**config.mk**
```make
export PLATFORM = sky130hd
export DESIGN_NAME = reasm_event_aggr
export DESIGN_NICKNAME = d
export VERILOG_FILES = /design/src/rtl/reasm_aggr_pkg.sv /design/src/rtl/reasm_evt_select.sv /design/src/rtl/reasm_cell_cnt.sv /design/src/rtl/reasm_event_aggr.sv
export SDC_FILE = /design/constraint.sdc
export NUM_CORES = 1
export LEC_CHECK = 0
export BUFFER_PORTS_ARGS = -buffer_cell sky130_fd_sc_hd__buf_4
export CAP_MARGIN = 15
export CORE_ASPECT_RATIO = 1.1
export CORE_MARGIN = 2
export CORE_UTILIZATION = 56
export CTS_BUF_LIST = sky130_fd_sc_hd__clkbuf_8
export CTS_CLUSTER_SIZE = 20
export DETAILED_ROUTE_END_ITERATION = 10
export GPL_ROUTABILITY_DRIVEN = 0
export PLACE_DENSITY_LB_ADDON = 0.08
export SLEW_MARGIN = 10
export SYNTH_ARGS = -nofsm -noshare
export SYNTH_HDL_FRONTEND = slang
export SYNTH_SLANG_ARGS = --single-unit
```
**constraint.sdc**
```tcl
create_clock -name clk -period 11.6 [get_ports clk]
set_clock_uncertainty 0.2 [all_clocks]
set_input_delay 1.16 -clock clk [delete_from_list [all_inputs] [get_ports clk]]
set_output_delay 1.16 -clock clk [all_outputs]
set_load 0.03 [all_outputs]
```
**src/rtl/reasm_aggr_pkg.sv**
```systemverilog
package reasm_aggr_pkg;

    typedef enum logic [1:0] {
        EVT_MISINS   = 2'd0,
        EVT_UNDERRUN = 2'd1,
        EVT_OVERRUN  = 2'd2,
        EVT_LATE     = 2'd3
    } evt_kind_e;

    localparam int unsigned KIND_W     = 2;
    localparam int unsigned NUM_KINDS  = 4;
    localparam int unsigned REGADDR_W  = 2;

    localparam logic [REGADDR_W-1:0] RA_ENABLE = 2'd0;
    localparam logic [REGADDR_W-1:0] RA_STATUS = 2'd1;
    localparam logic [REGADDR_W-1:0] RA_COUNT  = 2'd2;

    localparam int unsigned EN_SRV_EVT_BIT = 4;
    localparam int unsigned EN_SRV_CNT_BIT = 5;
    localparam int unsigned ST_EVT_BIT     = 8;
    localparam int unsigned ST_CNT_BIT     = 9;

endpackage

```
**src/rtl/reasm_evt_select.sv**
```systemverilog
module reasm_evt_select
    import reasm_aggr_pkg::*;
#(
    parameter int unsigned LANES  = 4,
    parameter int unsigned PORT_W = 5
) (
    input  logic [LANES-1:0]        valid,
    input  logic [LANES*PORT_W-1:0] port,
    input  logic [LANES*KIND_W-1:0] kind,
    input  logic [NUM_KINDS-1:0]    kind_en,
    output logic                    hit,
    output logic [PORT_W-1:0]       hit_port
);

    logic [PORT_W-1:0] lane_port [LANES];
    logic [LANES-1:0]  lane_live;

    for (genvar g = 0; g < LANES; g++) begin : g_lane
        logic [KIND_W-1:0] lane_kind;
        assign lane_kind    = kind[g*KIND_W +: KIND_W];
        assign lane_port[g] = port[g*PORT_W +: PORT_W];
        assign lane_live[g] = valid[g] & kind_en[lane_kind];
    end

    always_comb begin
        hit      = 1'b0;
        hit_port = '1;
        for (int i = 0; i < LANES; i++) begin
            if (lane_live[i] && (!hit || (lane_port[i] < hit_port))) begin
                hit      = 1'b1;
                hit_port = lane_port[i];
            end
        end
    end

endmodule

```
**src/rtl/reasm_cell_cnt.sv**
```systemverilog
module reasm_cell_cnt #(
    parameter int unsigned CNT_W = 16
) (
    input  logic             clk,
    input  logic             rst_n,
    input  logic             strobe,
    output logic [CNT_W-1:0] count,
    output logic             wrap
);

    logic [CNT_W-1:0] cnt_d, cnt_q;

    always_comb begin
        cnt_d = cnt_q;
        wrap  = 1'b0;
        if (strobe) begin
            cnt_d = cnt_q + 1'b1;
            wrap  = &cnt_q;
        end
    end

    always_ff @(posedge clk) begin
        if (!rst_n) cnt_q <= '0;
        else        cnt_q <= cnt_d;
    end

    assign count = cnt_q;

endmodule

```
**src/rtl/reasm_event_aggr.sv**
```systemverilog
module reasm_event_aggr
    import reasm_aggr_pkg::*;
#(
    parameter int unsigned LANES  = 4,
    parameter int unsigned PORT_W = 5,
    parameter int unsigned CNT_W  = 16,
    parameter int unsigned REG_W  = 16
) (
    input  logic                    clk,
    input  logic                    rst_n,
    input  logic [LANES-1:0]        evt_valid,
    input  logic [LANES*PORT_W-1:0] evt_port,
    input  logic [LANES*2-1:0]      evt_kind,
    input  logic                    cell_rx,
    input  logic                    reg_wr,
    input  logic [1:0]              reg_addr,
    input  logic [REG_W-1:0]        reg_wdata,
    output logic [REG_W-1:0]        reg_rdata,
    output logic                    srv_out
);

    typedef struct packed {
        logic [NUM_KINDS-1:0] kind_en;
        logic                 srv_en_evt;
        logic                 srv_en_cnt;
        logic                 evt_stat;
        logic                 cnt_stat;
        logic [PORT_W-1:0]    port;
        logic                 srv;
    } aggr_state_t;

    localparam aggr_state_t RESET_STATE = '{
        kind_en:    '0,
        srv_en_evt: 1'b0,
        srv_en_cnt: 1'b0,
        evt_stat:   1'b0,
        cnt_stat:   1'b0,
        port:       '1,
        srv:        1'b0
    };

    aggr_state_t       st_d, st_q;
    logic              sel_hit;
    logic [PORT_W-1:0] sel_port;
    logic [CNT_W-1:0]  cell_cnt;
    logic              cell_wrap;

    reasm_evt_select #(
        .LANES  (LANES),
        .PORT_W (PORT_W)
    ) u_select (
        .valid    (evt_valid),
        .port     (evt_port),
        .kind     (evt_kind),
        .kind_en  (st_q.kind_en),
        .hit      (sel_hit),
        .hit_port (sel_port)
    );

    reasm_cell_cnt #(
        .CNT_W (CNT_W)
    ) u_cnt (
        .clk    (clk),
        .rst_n  (rst_n),
        .strobe (cell_rx),
        .count  (cell_cnt),
        .wrap   (cell_wrap)
    );

    always_comb begin
        st_d = st_q;

        if (reg_wr && (reg_addr == RA_ENABLE)) begin
            st_d.kind_en    = reg_wdata[NUM_KINDS-1:0];
            st_d.srv_en_evt = reg_wdata[EN_SRV_EVT_BIT];
            st_d.srv_en_cnt = reg_wdata[EN_SRV_CNT_BIT];
        end

        if (reg_wr && (reg_addr == RA_STATUS)) begin
            if (!reg_wdata[ST_EVT_BIT]) begin
                st_d.evt_stat = 1'b0;
                st_d.port     = '1;
            end
            if (!reg_wdata[ST_CNT_BIT]) begin
                st_d.cnt_stat = 1'b0;
            end
        end

        // a fresh event or wrap outranks a same-cycle software clear
        if (sel_hit) begin
            st_d.evt_stat = 1'b1;
            st_d.port     = sel_port;
        end
        if (cell_wrap) begin
            st_d.cnt_stat = 1'b1;
        end

        st_d.srv = (st_q.evt_stat & st_q.srv_en_evt) |
                   (st_q.cnt_stat & st_q.srv_en_cnt);
    end

    always_ff @(posedge clk) begin
        if (!rst_n) st_q <= RESET_STATE;
        else        st_q <= st_d;
    end

    always_comb begin
        reg_rdata = '0;
        case (reg_addr)
            RA_ENABLE: begin
                reg_rdata[NUM_KINDS-1:0]  = st_q.kind_en;
                reg_rdata[EN_SRV_EVT_BIT] = st_q.srv_en_evt;
                reg_rdata[EN_SRV_CNT_BIT] = st_q.srv_en_cnt;
            end
            RA_STATUS: begin
                reg_rdata[PORT_W-1:0]  = st_q.port;
                reg_rdata[ST_EVT_BIT]  = st_q.evt_stat;
                reg_rdata[ST_CNT_BIT]  = st_q.cnt_stat;
            end
            RA_COUNT: begin
                reg_rdata[CNT_W-1:0] = cell_cnt;
            end
            default: reg_rdata = '0;
        endcase
    end

    assign srv_out = st_q.srv;

endmodule

```
# Yosys cells after proc, flatten, opt, wreduce, memory -nomap -nowiden
# Index checks and enable logic that the tools add are counted.
[classes] n_addsub=1 n_mul=0 div_mod_pow=0 magnitude_cmp=7 n_eq_ne=4 shift=0 mux=29 n_bitwise=7 n_reduce_logical=17
[op_table] op="$mux W5" count=6
[op_table] op="$add A16 B1 Y16 const B" count=1
[op_table] op="$reduce_and A16 Y1" count=1
[op_table] op="$lt A5 B5 Y1" count=3
[op_table] op="$pmux W5 S3" count=1
[op_table] op="$mux W1" count=13
[op_table] op="$lt A2 B3 Y1 const B" count=4
[op_table] op="$bmux W1 S2" count=4
[op_table] op="$mux W7" count=1
[op_table] op="$and A1 B1 Y1" count=6
[op_table] op="$mux W6" count=1
[op_table] op="$logic_and A1 B1 Y1" count=5
[op_table] op="$ne A2 B1 Y1 const B" count=2
[op_table] op="$pmux W2 S2" count=1
[op_table] op="$reduce_and A2 Y1" count=2
[op_table] op="$reduce_bool A2 Y1" count=2
[op_table] op="$logic_not A1 Y1" count=3
[op_table] op="$logic_or A1 B1 Y1" count=3
[op_table] op="$eq A2 B1 Y1 const B" count=1
[op_table] op="$eq A2 B2 Y1 const B" count=1
[op_table] op="$logic_not A2 Y1" count=1
[op_table] op="$mux W2" count=1
[op_table] op="$pmux W1 S2" count=1
[op_table] op="$or A1 B1 Y1" count=1
[word_totals] reg_bits=30 latch_bits=0 mem_bits_rw=0 rom_bits=0 inputBits=54 wordCells=73 memories=0

# Logic depth before layout (Yosys ltp)
[logic_depth] ltp_word=18 ltp_mapped=24 ltp_nobuf=24

# Modules after synthesis
# From an unflattened synthesis, not the netlist that was laid out.
[unflattened] cells_unflattened=267 area_unflattened_um2=2346.0
[modules_own_cells] module="reasm_cell_cnt" instances=1 cells_each=83 area_per_inst_um2=815.8 seq_area_each_um2=320.3
[modules_own_cells] module="reasm_event_aggr" instances=1 cells_each=90 area_per_inst_um2=799.5 seq_area_each_um2=280.3
[modules_own_cells] module="reasm_evt_select" instances=1 cells_each=94 area_per_inst_um2=730.7 seq_area_each_um2=0.0

# Worst setup path before layout
# OpenSTA, ideal clock, no wires.
[synth_timing] path_kind="input-to-reg" from="input port evt_kind[0]" to="register st_q[3] (netlist name)" setup_time_ps=132 arrival_time_ps=6409 setup_slack_ps=4860 stages=22 path_cell_list="mux4_2 nand2_2 nor2_1 ha_1 a211o_1 a21oi_1 nand2_1 a31oi_1 mux2_2 ha_1 a21oi_1 o21ai_1 o41ai_4 mux2_4 ha_1 a21o_1 a21o_1 a21o_1 or3_1 o211ai_4 and2_4 o311ai_2"
[synth_between] elab_chain_len=18 elab_cells_between_ends=27 cone_classes="order compare: 3; eq/ne: 1; mux: 11; bitwise: 1; reduce/logical: 11"
[synth_lines] item="from (decl)" line="reasm_event_aggr.sv:13" rtl="input logic [LANES*2-1:0] evt_kind,"
[synth_lines] item="$bmux W1 S2 *" line="reasm_evt_select.sv:22" rtl="assign lane_live[g] = valid[g] & kind_en[lane_kind];"
[synth_lines] item="$mux W1 (not written as such) *" line="reasm_evt_select.sv:22"
[synth_lines] item="$and A1 B1 Y1 *" line="reasm_evt_select.sv:22"
[synth_lines] item="$mux W5 or $mux W1 (tied branches)" line="reasm_evt_select.sv:29" rtl="if (lane_live[i] && (!hit || (lane_port[i] < hit_port))) begin"
[synth_lines] item="$lt A5 B5 Y1 or $logic_not A1 Y1 (tied branches)" line="reasm_evt_select.sv:29"
[synth_lines] item="$logic_or A1 B1 Y1" line="reasm_evt_select.sv:29"
[synth_lines] item="$logic_and A1 B1 Y1" line="reasm_evt_select.sv:29"
[synth_lines] item="$mux W5 or $mux W1 (tied branches)" line="reasm_evt_select.sv:29"
[synth_lines] item="[2 not listed]"
[synth_lines] item="$logic_and A1 B1 Y1" line="reasm_evt_select.sv:29"
[synth_lines] item="$mux W5 or $mux W1 (tied branches)" line="reasm_evt_select.sv:29"
[synth_lines] item="$lt A5 B5 Y1 or $logic_not A1 Y1 (tied branches)" line="reasm_evt_select.sv:29"
[synth_lines] item="$logic_or A1 B1 Y1" line="reasm_evt_select.sv:29"
[synth_lines] item="$logic_and A1 B1 Y1" line="reasm_evt_select.sv:29"
[synth_lines] item="$mux W1" line="reasm_evt_select.sv:29"
[synth_lines] item="$ne A2 B1 Y1 (no line) or $reduce_bool A2 Y1 (tied branches)"
[synth_lines] item="$reduce_and A2 Y1 (no line)"
[synth_lines] item="to (signal assigned)" line="reasm_event_aggr.sv:104" rtl="else st_q <= st_d;"
[synth_lines] item="to (decl)" line="reasm_event_aggr.sv:42" rtl="aggr_state_t st_d, st_q;"
# Every way passes the cells marked *; elsewhere a longest branch is shown, timed or not. The select of a mux whose other input is x is not followed.
# A chain may end at the register's enable or synchronous reset.

# Worst setup path after layout
[layout_timing] from="input port evt_kind[0]" to="register st_q[1] (netlist name)"
# The elaborated chain is that of the path after synthesis.

==> flow_summary.json <==
{
  "grt_pass1_wl_um": 8590,
  "cp_data_required_time_ps": 11560,
  "crit_path_end": "st_q[1]",
  "slew_viol_final": 0,
  "via_per_inst": 5.62,
  "synth_edf_count": 0,
  "drive_above_1_share_pct": 28.2,
  "drtAntennaViolNets": 0,
  "status": "complete, no violations",
  "min_period_ps": 7000,
  "diodes": 0,
  "reg2reg_setup_slack_ps": 5210,
  "power.density_nw_per_um2": 104,
  "synth_ff_type": "dfxtp_1",
  "p_leak_uw": 0.00130,
  "track_usage_pct": 25.6,
  "htreeDepth": 2,
  "syn_area_per_cell_um2": 8.57,
  "dieHeight_um": 68.5,
  "core_um2": 3630,
  "fill_cells": 297,
  "reg2reg_depth": 22,
  "grt_max_degree": 29,
  "tns_ps": 0,
  "synth_nets": 318,
  "synth_area_um2": 2120,
  "antenna_found_initial": 0,
  "wl_um": 5190,
  "multi_input_area_um2": 1410,
  "ys_async_sr_fraction_pct": 0,
  "worstMarginPinSlew_ps": 696,
  "grt_overflow": 0,
  "drtPass1Iterations": 5,
  "worstPathCellList": "buf_4 > mux4_2 > nand2_2 > nor2_1 > ha_1 > a211o_1 > a21oi_1 > nand2_1 > a31oi_1 > mux2_2 > ha_1 > a21oi_1 > o21ai_1 > o41ai_4 > mux2_4 > ha_1 > a21o_1 > a21o_1 > a21o_1 > or3_1 > o211ai_4 > and2_4 > o211ai_1",
  "reg2reg_from": "st_q[13]",
  "hpwlAfterDp_um": 4120,
  "hold_violations": 0,
  "synthDistinctLibCells": 49,
  "cpPeakStageDelay_ps": 520,
  "wl_per_cell_um": 14.5,
  "dr.first_iter.drc_count": 104,
  "max_freq_ghz": 0.143,
  "die_w_um": 62.6,
  "rows": 23,
  "ys_seq_area_share_pct": 28.4,
  "cts_resized": 0,
  "postCtsSetupBuffers": 0,
  "port_buffers": 62,
  "drv_cap": 0,
  "cts_made_buffers": 5,
  "regArea_um2": 601,
  "critPathSlowestCell": "mux4_2",
  "crit_buf_inv": 1,
  "final_nets": 379,
  "end_kind": "flip-flop",
  "path_delay_family": "compound AO/OA/AOI/OAI gates",
  "start_kind": "primary input",
  "rsz0062_at_grt": "false",
  "start_util_pct": 58.4,
  "clk_pin_slew_ps": 60,
  "drc": 0,
  "clk_path_buf_depth": 2,
  "boundaryPins": 71,
  "cp_data_arrival_time_ps": 6960,
  "area_growth_pct": 30.3,
  "cp_max_fo": 7,
  "instances_no_fill": 359,
  "clock_latency_ps": 290,
  "crit_start": "evt_kind[0]",
  "hold_class": "reg2reg",
  "dieArea_um2": 4290,
  "placed_cells": 351,
  "yosysWarningCount": 0,
  "vias": 2019,
  "clock_sinks": 30,
  "critPathKind": "in2reg",
  "ctsRootBufferMaster": "clkbuf_8",
  "ys_seq_elements": 30,
  "synth_cells": 247,
  "r2r-end": "st_q[1]",
  "setup_violations": 0,
  "tritoncts": "yes",
  "slew_headroom_pct": 52.9,
  "grt_pass1_vias": 1960,
  "period_share_pct": 60.3,
  "cts_hold_buf": 0,
  "peakVddDrop_v": 0.000110,
  "path_depth": 23
}
Yosys cell counts, types with 2 or more instances:
library cell | count | area (µm²)
a211o_1 | 3 | 26.3
a21o_1 | 5 | 37.5
a21oi_1 | 12 | 60.1
a222oi_1 | 5 | 50.1
a22o_1 | 2 | 17.5
a22oi_1 | 3 | 22.5
a41oi_1 | 3 | 26.3
and2_1 | 9 | 56.3
and3_1 | 3 | 18.8
buf_1 | 3 | 11.3
clkbuf_1 | 5 | 18.8
dfxtp_1 | 30 | 601
ha_1 | 17 | 213
inv_1 | 18 | 67.6
mux2_2 | 4 | 45.0
mux2i_1 | 4 | 40.0
mux4_2 | 3 | 67.6
nand2_1 | 17 | 63.8
nand2_2 | 2 | 12.5
nand3_1 | 17 | 85.1
nand4_1 | 4 | 25.0
nor2_1 | 30 | 113
nor2b_1 | 2 | 12.5
nor3b_1 | 3 | 22.5
o211ai_1 | 2 | 15.0
o21ai_0 | 3 | 15.0
o31a_1 | 3 | 26.3
or3_1 | 2 | 12.5
xnor2_1 | 4 | 35.0
xor2_1 | 10 | 87.6
per-layer routing:
layer | track usage [%] | up-vias | wire, µm
li1 | - | 1013 | -
met1 | 26.6 | 945 | 2100
met2 | 51.7 | 53 | 2800
met3 | 4.93 | 8 | 213
met4 | 9.72 | 0 | 74
met5 | 0 | - | 0
power breakdown:
| part | leakage (µW) | switching, µW | total (µW) | internal [µW] |
|---|---|---|---|---|
| registers | 0.000243 | 2.87 | 108 | 106 |
| clock network | 0.0000714 | 39.4 | 131 | 91.6 |
| logic | 0.000989 | 22.9 | 46.3 | 23.3 |
cell families after synthesis:
logic type	synth area share, %
AOI/OAI and AO/OA	19.8
xor gates and xnor gates	5.80
adders and majority gates	10.1
buffers and inverters	4.79
DFF	28.4
muxes	9.17
and+or+nand+nor	22.1
registers in the layout (all words and copies together), names as in the netlist:
| register | flops |
|---|---|
| srv_out | 1 |
| u_cnt.count | 16 |
| st_q | 13 |
cell usage in the layout, fill, tap and decap left out, types with 2 or more instances in the layout:
cell / instances
nor2b_1: 2
ha_1: 17
bufinv_16: 2
nand2_1: 17
inv_1: 18
or3_1: 2
a21oi_1: 12
mux2_2: 4
o211ai_1: 2
nand3_1: 17
nand4_1: 4
nor2_1: 30
mux2i_1: 4
xor2_1: 10
and2_1: 9
a222oi_1: 5
clkbuf_8: 6
xnor2_1: 4
and3_1: 3
a211o_1: 3
nand2_2: 2
a41oi_1: 3
o21ai_0: 3
mux4_2: 3
a22oi_1: 3
buf_4: 62
o31a_1: 3
a22o_1: 2
nor3b_1: 3
dfxtp_1: 30
a21o_1: 5
tightest hold or removal path, delay by kind of cell, from the launching register on:
kind	cells	cell delay (ps)
AOI/OAI and AO/OA	1	60
DFF	1	330
and+or+nand+nor	1	70
worst min-delay path by stage:
stage | start | to | slack (ps) | depth (start not counted)
finish | u_cnt.count[15] | st_q[6] | 300 | 2
global route | u_cnt.count[15] | st_q[6] | 340 | 2
CTS | u_cnt.count[15] | st_q[6] | 300 | 2
detailed placement | u_cnt.count[15] | st_q[6] | 290 | 2
global placement | st_q[6] | st_q[6] | 290 | 2
floorplan | st_q[9] | st_q[9] | 250 | 2
final cells by class:
cell class              count  area share [%]
flip-flops and latches     30            21.8
multi-input cells         190            51.3
well taps                  50            2.27
clock inverters             2            2.18
clock buffers               6            3.00
repair buffers             62            16.9
inverters                  19            2.59
stage by stage:
step	setup slack, ps	power (µW)	area [µm²]	util [%]	hold WS, ps
6_report	4600	286	2760	76.0	301
5_1_grt	4290	295	2760	76.0	338
4_1_cts	4600	287	2760	76.0	302
3_5_place_dp	4300	157	2610	72.1	293
3_3_place_gp	4380	156	2610	72.1	285
2_1_floorplan	4860	135	2120	-	249
Power figures use the tool's default switching activity.
